File: config.mk
export PLATFORM = sky130hd
export DESIGN_NAME = i2c_regport
export DESIGN_NICKNAME = d
export VERILOG_FILES = /design/src/rtl/i2c_regport_pkg.sv /design/src/rtl/i2c_line_sync.sv /design/src/rtl/i2c_cond_detect.sv /design/src/rtl/i2c_slave_engine.sv /design/src/rtl/i2c_regport.sv
export SDC_FILE = /design/constraint.sdc
export NUM_CORES = 1
export LEC_CHECK = 0
export BUFFER_PORTS_ARGS = -buffer_cell sky130_fd_sc_hd__buf_2
export CAP_MARGIN = 20
export CELL_PAD_IN_SITES_DETAIL_PLACEMENT = 1
export CELL_PAD_IN_SITES_GLOBAL_PLACEMENT = 1
export CORE_MARGIN = 3
export CORE_UTILIZATION = 43
export DETAILED_ROUTE_END_ITERATION = 7
export GPL_TIMING_DRIVEN = 0
export PLACE_DENSITY = 0.85
export SLEW_MARGIN = 25
export SYNTH_ARGS = -nofsm -noshare
export SYNTH_HDL_FRONTEND = slang
export SYNTH_SLANG_ARGS = --single-unit
File: constraint.sdc
create_clock -name clk -period 6.64 [get_ports clk]
set_clock_uncertainty 0.15 [all_clocks]
set_input_delay 0.664 -clock clk [delete_from_list [all_inputs] [get_ports clk]]
set_output_delay 0.664 -clock clk [all_outputs]
set_load 0.02 [all_outputs]
File: src/rtl/i2c_regport_pkg.sv
package i2c_regport_pkg;

    localparam int BYTE_W = 8;
    localparam int CNT_W  = 4;

    typedef enum logic [3:0] {
        PH_IDLE,
        PH_ADDR,
        PH_ADDR_ACK,
        PH_SUB,
        PH_SUB_ACK,
        PH_WR,
        PH_WR_ACK,
        PH_RD,
        PH_RD_ACK
    } phase_e;

    typedef struct packed {
        phase_e              ph;
        logic [CNT_W-1:0]    cnt;
        logic [BYTE_W-1:0]   sh;
        logic [BYTE_W-1:0]   ptr;
        logic                rw;
        logic                mack;
        logic                pull;
        logic                we;
        logic [BYTE_W-1:0]   wdata;
    } eng_state_t;

endpackage

File: src/rtl/i2c_line_sync.sv
module i2c_line_sync #(
    parameter int STAGES = 2
) (
    input  logic clk,
    input  logic rst_n,
    input  logic line_i,
    output logic level_o,
    output logic rise_o,
    output logic fall_o
);
    // chain_q[STAGES-1] is the synchronized level, chain_q[STAGES] its history
    logic [STAGES:0] chain_d, chain_q;

    always_comb begin
        chain_d = {chain_q[STAGES-1:0], line_i};
    end

    always_ff @(posedge clk or negedge rst_n) begin
        if (!rst_n) chain_q <= '1;
        else        chain_q <= chain_d;
    end

    assign level_o = chain_q[STAGES-1];
    assign rise_o  =  chain_q[STAGES-1] & ~chain_q[STAGES];
    assign fall_o  = ~chain_q[STAGES-1] &  chain_q[STAGES];
endmodule

File: src/rtl/i2c_cond_detect.sv
module i2c_cond_detect (
    input  logic scl_lvl_i,
    input  logic sda_rise_i,
    input  logic sda_fall_i,
    output logic start_o,
    output logic stop_o
);
    always_comb begin
        start_o = sda_fall_i & scl_lvl_i;
        stop_o  = sda_rise_i & scl_lvl_i;
    end
endmodule

File: src/rtl/i2c_slave_engine.sv
module i2c_slave_engine
    import i2c_regport_pkg::*;
#(
    parameter logic [6:0] SLAVE_ADDR = 7'b1101010
) (
    input  logic              clk,
    input  logic              rst_n,
    input  logic              start_i,
    input  logic              stop_i,
    input  logic              scl_rise_i,
    input  logic              scl_fall_i,
    input  logic              sda_i,
    input  logic [BYTE_W-1:0] rdata_i,
    output logic              pull_o,
    output logic [BYTE_W-1:0] ptr_o,
    output logic [BYTE_W-1:0] wdata_o,
    output logic              we_o
);
    localparam logic [CNT_W-1:0] BITS_PER_BYTE = CNT_W'(BYTE_W);
    localparam logic [CNT_W-1:0] LAST_TX_BIT   = CNT_W'(BYTE_W - 1);

    eng_state_t q, n;

    always_comb begin
        n    = q;
        n.we = 1'b0;
        if (q.we) n.ptr = q.ptr + 8'd1;

        if (stop_i) begin
            n.ph   = PH_IDLE;
            n.pull = 1'b0;
            n.cnt  = '0;
        end else if (start_i) begin
            n.ph   = PH_ADDR;
            n.pull = 1'b0;
            n.cnt  = '0;
        end else begin
            case (q.ph)
                PH_ADDR, PH_SUB, PH_WR: begin
                    if (scl_rise_i && q.cnt < BITS_PER_BYTE) begin
                        n.sh  = {q.sh[BYTE_W-2:0], sda_i};
                        n.cnt = q.cnt + 4'd1;
                    end else if (scl_fall_i && q.cnt == BITS_PER_BYTE) begin
                        n.cnt = '0;
                        if (q.ph == PH_ADDR) begin
                            if (q.sh[7:1] == SLAVE_ADDR) begin
                                n.ph   = PH_ADDR_ACK;
                                n.rw   = q.sh[0];
                                n.pull = 1'b1;
                            end else begin
                                n.ph   = PH_IDLE;
                            end
                        end else if (q.ph == PH_SUB) begin
                            n.ptr  = q.sh;
                            n.ph   = PH_SUB_ACK;
                            n.pull = 1'b1;
                        end else begin
                            n.we    = 1'b1;
                            n.wdata = q.sh;
                            n.ph    = PH_WR_ACK;
                            n.pull  = 1'b1;
                        end
                    end
                end
                PH_ADDR_ACK: begin
                    if (scl_fall_i) begin
                        n.cnt = '0;
                        if (q.rw) begin
                            n.ph   = PH_RD;
                            n.sh   = rdata_i;
                            n.pull = ~rdata_i[BYTE_W-1];
                        end else begin
                            n.ph   = PH_SUB;
                            n.pull = 1'b0;
                        end
                    end
                end
                PH_SUB_ACK, PH_WR_ACK: begin
                    if (scl_fall_i) begin
                        n.ph   = PH_WR;
                        n.pull = 1'b0;
                        n.cnt  = '0;
                    end
                end
                PH_RD: begin
                    if (scl_fall_i) begin
                        if (q.cnt == LAST_TX_BIT) begin
                            n.ph   = PH_RD_ACK;
                            n.pull = 1'b0;
                            n.cnt  = '0;
                        end else begin
                            n.sh   = {q.sh[BYTE_W-2:0], 1'b0};
                            n.pull = ~q.sh[BYTE_W-2];
                            n.cnt  = q.cnt + 4'd1;
                        end
                    end
                end
                PH_RD_ACK: begin
                    if (scl_rise_i) begin
                        n.mack = ~sda_i;
                        if (!sda_i) n.ptr = q.ptr + 8'd1;
                    end else if (scl_fall_i) begin
                        if (q.mack) begin
                            n.ph   = PH_RD;
                            n.sh   = rdata_i;
                            n.pull = ~rdata_i[BYTE_W-1];
                            n.cnt  = '0;
                        end else begin
                            n.ph   = PH_IDLE;
                            n.pull = 1'b0;
                        end
                    end
                end
                default: begin
                    n.ph   = PH_IDLE;
                    n.pull = 1'b0;
                end
            endcase
        end
    end

    always_ff @(posedge clk or negedge rst_n) begin
        if (!rst_n) begin
            q       <= '0;
            q.ph    <= PH_IDLE;
        end else begin
            q <= n;
        end
    end

    assign pull_o  = q.pull;
    assign ptr_o   = q.ptr;
    assign wdata_o = q.wdata;
    assign we_o    = q.we;
endmodule

File: src/rtl/i2c_regport.sv
module i2c_regport
    import i2c_regport_pkg::*;
#(
    parameter int         SYNC_STAGES = 2,
    parameter logic [6:0] SLAVE_ADDR  = 7'b1101010
) (
    input  logic              clk,
    input  logic              rst_n,
    input  logic              scl_i,
    input  logic              sda_i,
    output logic              sda_pull_o,
    output logic [BYTE_W-1:0] reg_addr_o,
    output logic [BYTE_W-1:0] reg_wdata_o,
    output logic              reg_we_o,
    input  logic [BYTE_W-1:0] reg_rdata_i
);
    localparam int N_LINES = 2;   // index 0: SCL, index 1: SDA

    logic [N_LINES-1:0] raw_w, lvl_w, rise_w, fall_w;
    logic scl_lvl, start_evt, stop_evt;

    assign raw_w = {sda_i, scl_i};

    for (genvar g = 0; g < N_LINES; g++) begin : g_sync
        i2c_line_sync #(.STAGES(SYNC_STAGES)) u_sync (
            .clk     (clk),
            .rst_n   (rst_n),
            .line_i  (raw_w[g]),
            .level_o (lvl_w[g]),
            .rise_o  (rise_w[g]),
            .fall_o  (fall_w[g])
        );
    end

    assign scl_lvl = lvl_w[0];

    i2c_cond_detect u_cond (
        .scl_lvl_i  (scl_lvl),
        .sda_rise_i (rise_w[1]),
        .sda_fall_i (fall_w[1]),
        .start_o    (start_evt),
        .stop_o     (stop_evt)
    );

    i2c_slave_engine #(.SLAVE_ADDR(SLAVE_ADDR)) u_eng (
        .clk        (clk),
        .rst_n      (rst_n),
        .start_i    (start_evt),
        .stop_i     (stop_evt),
        .scl_rise_i (rise_w[0]),
        .scl_fall_i (fall_w[0]),
        .sda_i      (lvl_w[1]),
        .rdata_i    (reg_rdata_i),
        .pull_o     (sda_pull_o),
        .ptr_o      (reg_addr_o),
        .wdata_o    (reg_wdata_o),
        .we_o       (reg_we_o)
    );
endmodule

# Yosys cells after proc, flatten, opt, wreduce, memory -nomap -nowiden
# Cells that the tools add are included.
# word_totals
reg_bits	42
inputBits	12
output_inout_bits	18
# op_classes
addsub	2
n_lt_le_gt_ge	1
eq_ne	30
muxes	59
bitwise	17
reduce_logical	13
# op_table
operator	n
2-to-1 mux 8 bit	12
2-to-1 mux 16 bit	4
2-to-1 mux 9 bit	7
2-to-1 mux 10 bit	4
one-hot mux 4 bit (5 select lines)	2
one-hot mux 8 bit (4 select lines)	1
!= test 4 x 3 -> 1 bit, second input constant	7
AND reduction 8 bit	3
== test 4 x 3 -> 1 bit, second input constant	5
2-to-1 mux 4 bit	5
2-to-1 mux 1 bit	17
one-hot mux 8 bit (2 select lines)	1
AND reduction 7 bit	2
2-to-1 mux 12 bit	1
!= test 2 x 1 -> 1 bit, second input constant	6
NOT 1 bit	11
AND reduction 11 bit	1
adder 8 x 1 -> 8 bit, second input constant	1
== test 4 x 2 -> 1 bit, second input constant	2
== test 4 bit, second input constant	2
!= test 4 bit, second input constant	2
== test 7 bit, second input constant	1
nonzero test 7 bit	1
bitwise AND 1 bit	6
other kinds (14)	18

# Logic depth before layout (Yosys ltp)
# depth
word_depth	9
depth_mapped	8
ltp_nobuf	7

# Modules after synthesis
# Synthesis repeated with hierarchy kept, for this count alone.
# hier_totals
cells_unflattened	279
area_unflattened_um2	2783.9
# modules_own_cells
mod	instances	cells_each	area_each_um2	seq_area_each_um2
i2c_slave_engine	1	267	2583.7	900.9
i2c_line_sync	2	5	93.8	78.8
i2c_cond_detect	1	2	12.5	0.0

# Worst setup path before layout
# Ideal clock, no wire load.
# synth_path
kind	register to register
start	register u_eng.q[32] (netlist bit)
end	register u_eng.q[31] (netlist bit)
arrival_time_ns	1.918
slack_ns	4.446
path_stages_with_launch	7
path_buffers	1
synth_period_minus_slack_ns	2.194
cell_sequence	dfrtp_1 -> buf_6 -> or4b_4 -> or2_4 -> o21a_4 -> and4_4 -> a221o_1
# synth_between
elab_chain_len	5
# synth_lines
element	line_no	text
start: declaration	i2c_slave_engine.sv:22	eng_state_t q, n;
start signal: assignment	i2c_slave_engine.sv:127	q <= n;
== test 4 x 3 -> 1 bit (tied with other cells)	i2c_slave_engine.sv:38	case (q.ph)
OR reduction 3 bit / OR reduction 2 bit (equally long branches)	i2c_slave_engine.sv:38	
one-hot mux 4 bit (5 select lines)	i2c_slave_engine.sv:38	
2-to-1 mux 8 bit	i2c_slave_engine.sv:33	end else if (start_i) begin
2-to-1 mux 8 bit	i2c_slave_engine.sv:29	if (stop_i) begin
# Parallel ways exist; a longest one is shown, timed or not.
# A chain may end at the register's enable or synchronous reset.

# Final worst setup path
# layout_path
start	register u_eng.q[32] (netlist bit)
end	register u_eng.q[32] (netlist bit)
# layout_between
elab_chain_len	7
# layout_lines
element	line_no	text
== test 4 x 1 -> 1 bit	i2c_slave_engine.sv:38, i2c_slave_engine.sv:45	
2-to-1 mux 4 bit	i2c_slave_engine.sv:45	if (q.ph == PH_ADDR) begin
2-to-1 mux 8 bit	i2c_slave_engine.sv:43	end else if (scl_fall_i && q.cnt == BITS_PER_BYTE) begin
2-to-1 mux 4 bit	i2c_slave_engine.sv:40	if (scl_rise_i && q.cnt < BITS_PER_BYTE) begin
one-hot mux 4 bit (5 select lines)	i2c_slave_engine.sv:38	
2-to-1 mux 8 bit	i2c_slave_engine.sv:33	
2-to-1 mux 8 bit	i2c_slave_engine.sv:29	
# Parallel ways exist; a longest one is shown, timed or not. The select of a mux whose other input is x is not followed.

==> impl_metrics.csv <==
group,metric,value,unit
logic_synthesis,synth_cell_types,59,
detailed_routing,drt-total-wl,7750,um
final_layout,drive_gt1_frac,0.311,
critical_path,critPathSlowestCell,"nor4b_1",
final_layout,nFillCells,721,
sta,hold_viol_final,0,
cts,cts.sinks,42,
final_layout,diodes,0,
sta,setup_viol,0,
sta,slew_headroom,0.337,
status,status,"complete, no violations",
sta,setup-tns-final,0,ns
flow_run,drv_cap,0,
logic_synthesis,syn_nets,293,
die,die_area,7320,sq um
sta,setup_slack,4.10,ns
final_layout,final_common_cell,"dfrtp_1",
global_routing,antenna_found_initial,0,
critical_path,crit_required,6.68,ns
sta,period_minus_slack,2.54,ns
global_routing,grt_max_degree,43,
pwr,p_leak,0.00136,uW
pwr,p_per_area,318,nW/um^2
cts,cts_hold_buf,0,
global_routing,grt_pass1_vias,2568,
die,core_area,6030,sq um
die,die_h,85.5,um
logic_synthesis,syn_area,2720,sq um
final_layout,seq_area,1060,sq um
logic_synthesis,syn_inst,278,
critical_path,path_cells,"buf_6, nor4b_1, nand2_1, o31ai_1, nor4_1, a311o_1",
critical_path,cp_max_fo,9,
cts,cts_inserted_buffers,5,
cts,cts_setup_buffers,0,
detailed_routing,drt-vias-per-instance,6.15,
critical_path,arrival,2.58,ns
logic_synthesis,async_reset_ff_frac,1.00,
detailed_routing,routedWlPerCell,19.9,um
placement,port_buffers,29,
die,start_util,0.451,
placement,gp_congestion,0.960,
detailed_routing,drc,0,
critical_path,critPathKind,"flop to flop",
logic_synthesis,syn_avg_cell_area,9.78,sq um
logic_synthesis,synth_ff_type,"dfrtp_1",
logic_synthesis,synth_edf_count,0,
critical_path,cp_slowest_stage_delay,0.81,ns
final_layout,multi_input_area,1440,sq um
cts,insertion_delay,0.30,ns
logic_synthesis,ys_ff_latch,42,
cts,htreeDepth,2,
global_routing,grt_pass1_wl,13200,um
die,die_w,85.5,um
cts,cts_root_buf,"clkbuf_8",
critical_path,start_kind,"flop",
final_layout,syn_to_final_growth,12.1,%
worst_hold_path,hp-class,"flop to flop",
detailed_routing,dr.pass1.iters,4,
detailed_routing,vias,2399,
die,io_pins,30,
global_routing,grt.total_usage,0.228,
final_layout,nets,329,
sta,rsz0062_at_grt,"no",
cts,post_cts_resized,0,
placement,place_hpwl,5670,um
logic_synthesis,yosysSeqAreaShare,0.389,
global_routing,globalRouteOverflowTotal,0,
die,rows,28,
logic_synthesis,synth_warnings,0,
critical_path,endpoint_kind,"flop",
sta,fmax,0.393,GHz
final_layout,layout_common_cells,"dfrtp_1 (36), buf_2 (33), mux2_2 (26)",
cts,tritoncts,"built",
sta,slew_viol_final,0,
sta,period_share,0.383,
detailed_routing,ant_nets,0,
cts,clock_path_buffers,2,
pwr,vdd_drop_max,0.192,mV
detailed_routing,drt_first_iter_violations,161,
placement,pre_cts_ws,4.14,ns
sta,worst_slew_pin_slew,0.993,ns
cts,clkTransAtPathRegs,0.09,ns
registers in the layout (all words and copies together), names as in the netlist:
signal,flops
g_sync.u_sync.chain_q,6
u_eng.ptr_o,8
u_eng.pull_o,1
u_eng.q,18
u_eng.wdata_o,8
u_eng.we_o,1
routing by layer:
metal,part of all wire,track usage,vias to the layer above
met4,0.019,0.0691,0
met5,0,0,-
met3,0.049,0.0336,19
met1,0.44,0.309,1217
met2,0.50,0.379,68
li1,-,-,1095
cells by family after synthesis:
logic type	count (synthesis)	share of synthesized area
AO/OA/AOI/OAI	64	0.174
XOR/XNOR	13	0.0419
adder cells (fa/ha/maj)	3	0.0138
buffers and inverters	38	0.0805
flip-flops	42	0.389
multiplexers	29	0.119
AND/OR/NAND/NOR	89	0.182
final timing paths:
| check | to | depth (start not counted) | from | slack [ns] |
|---|---|---|---|---|
| max in group asynchronous | u_eng.wdata_o[0] | 1 | rst_n | 5.41 |
| hold / removal | g_sync[1].u_sync.chain_q[1] | 0 | g_sync[1].u_sync.chain_q[0] | 0.21 |
| setup / recovery | u_eng.q[32] | 6 | u_eng.q[32] | 4.10 |
| setup reg to reg | u_eng.q[32] | 6 | u_eng.q[32] | 4.10 |
| hold reg to reg | g_sync[1].u_sync.chain_q[1] | 0 | g_sync[1].u_sync.chain_q[0] | 0.21 |
| min in group asynchronous | u_eng.ptr_o[2] | 1 | rst_n | 0.35 |
area by class of cell:
| cell class | count | share of cell area |
|---|---|---|
| Inverter | 6 | 0.00739 |
| Tap cell | 75 | 0.0308 |
| Sequential cell | 42 | 0.347 |
| Clock inverter | 3 | 0.00698 |
| Timing Repair Buffer | 29 | 0.0476 |
| Buffer | 32 | 0.0644 |
| Multi-Input combinational cell | 198 | 0.473 |
| Clock buffer | 5 | 0.0226 |
worst max-delay path: cells and delay by family, from the launching register on:
family | cells | cell delay [ns]
AO/OA/AOI/OAI | 2 | 0.58
buffers and inverters | 1 | 0.14
flip-flops | 1 | 0.40
AND/OR/NAND/NOR | 3 | 1.16
where the power goes:
part / internal, uW / switching [uW] / leakage (uW)
logic: 189 / 238 / 0.000785
registers: 305 / 61.2 / 0.000528
clock network: 74.1 / 101 / 0.0000441
synth_stat cells, types with 2 or more instances:
library cell,instances,area (sq um)
a311o_1,2,20.0
dfstp_2,6,158
nand2b_1,3,18.8
o2111ai_1,4,35.0
buf_4,17,128
mux2_2,26,293
nor2_1,16,60.1
a2bb2oi_1,2,17.5
a211oi_1,3,22.5
nand3b_1,2,15.0
mux2i_1,3,30.0
inv_1,6,22.5
and3_1,3,18.8
nor3b_1,4,30.0
o21ai_0,12,60.1
xnor2_1,2,17.5
nand2_1,23,86.3
nor4b_1,2,17.5
o31ai_1,2,15.0
nand3_1,9,45.0
dfrtp_1,36,901
a31oi_1,4,25.0
buf_1,2,7.51
and2_1,4,25.0
a221o_1,2,20.0
o31a_1,3,26.3
ha_1,3,37.5
xor2_1,11,96.3
clkbuf_1,8,30.0
nand4b_1,2,17.5
o211ai_1,2,15.0
nand4_1,5,31.3
a211o_1,2,17.5
nor2b_1,3,18.8
o221ai_1,5,43.8
nor3_1,3,15.0
a21oi_1,9,45.0
buf_2,4,20.0
o22ai_1,3,18.8
stage by stage:
| stage | power (uW) | hold WS, ns | utilization | instances | instance area, sq um |
|---|---|---|---|---|---|
| floorplan | 667 | 0.195 | - | 278 | 2720 |
| global placement | 771 | 0.196 | 0.491 | 382 | 2960 |
| detailed placement | 794 | 0.200 | 0.491 | 382 | 2960 |
| CTS | 967 | 0.213 | 0.506 | 390 | 3050 |
| global route | 1030 | 0.218 | 0.506 | 390 | 3050 |
| finish | 969 | 0.211 | 0.506 | 390 | 3050 |
(Power assumes the default switching activity.)
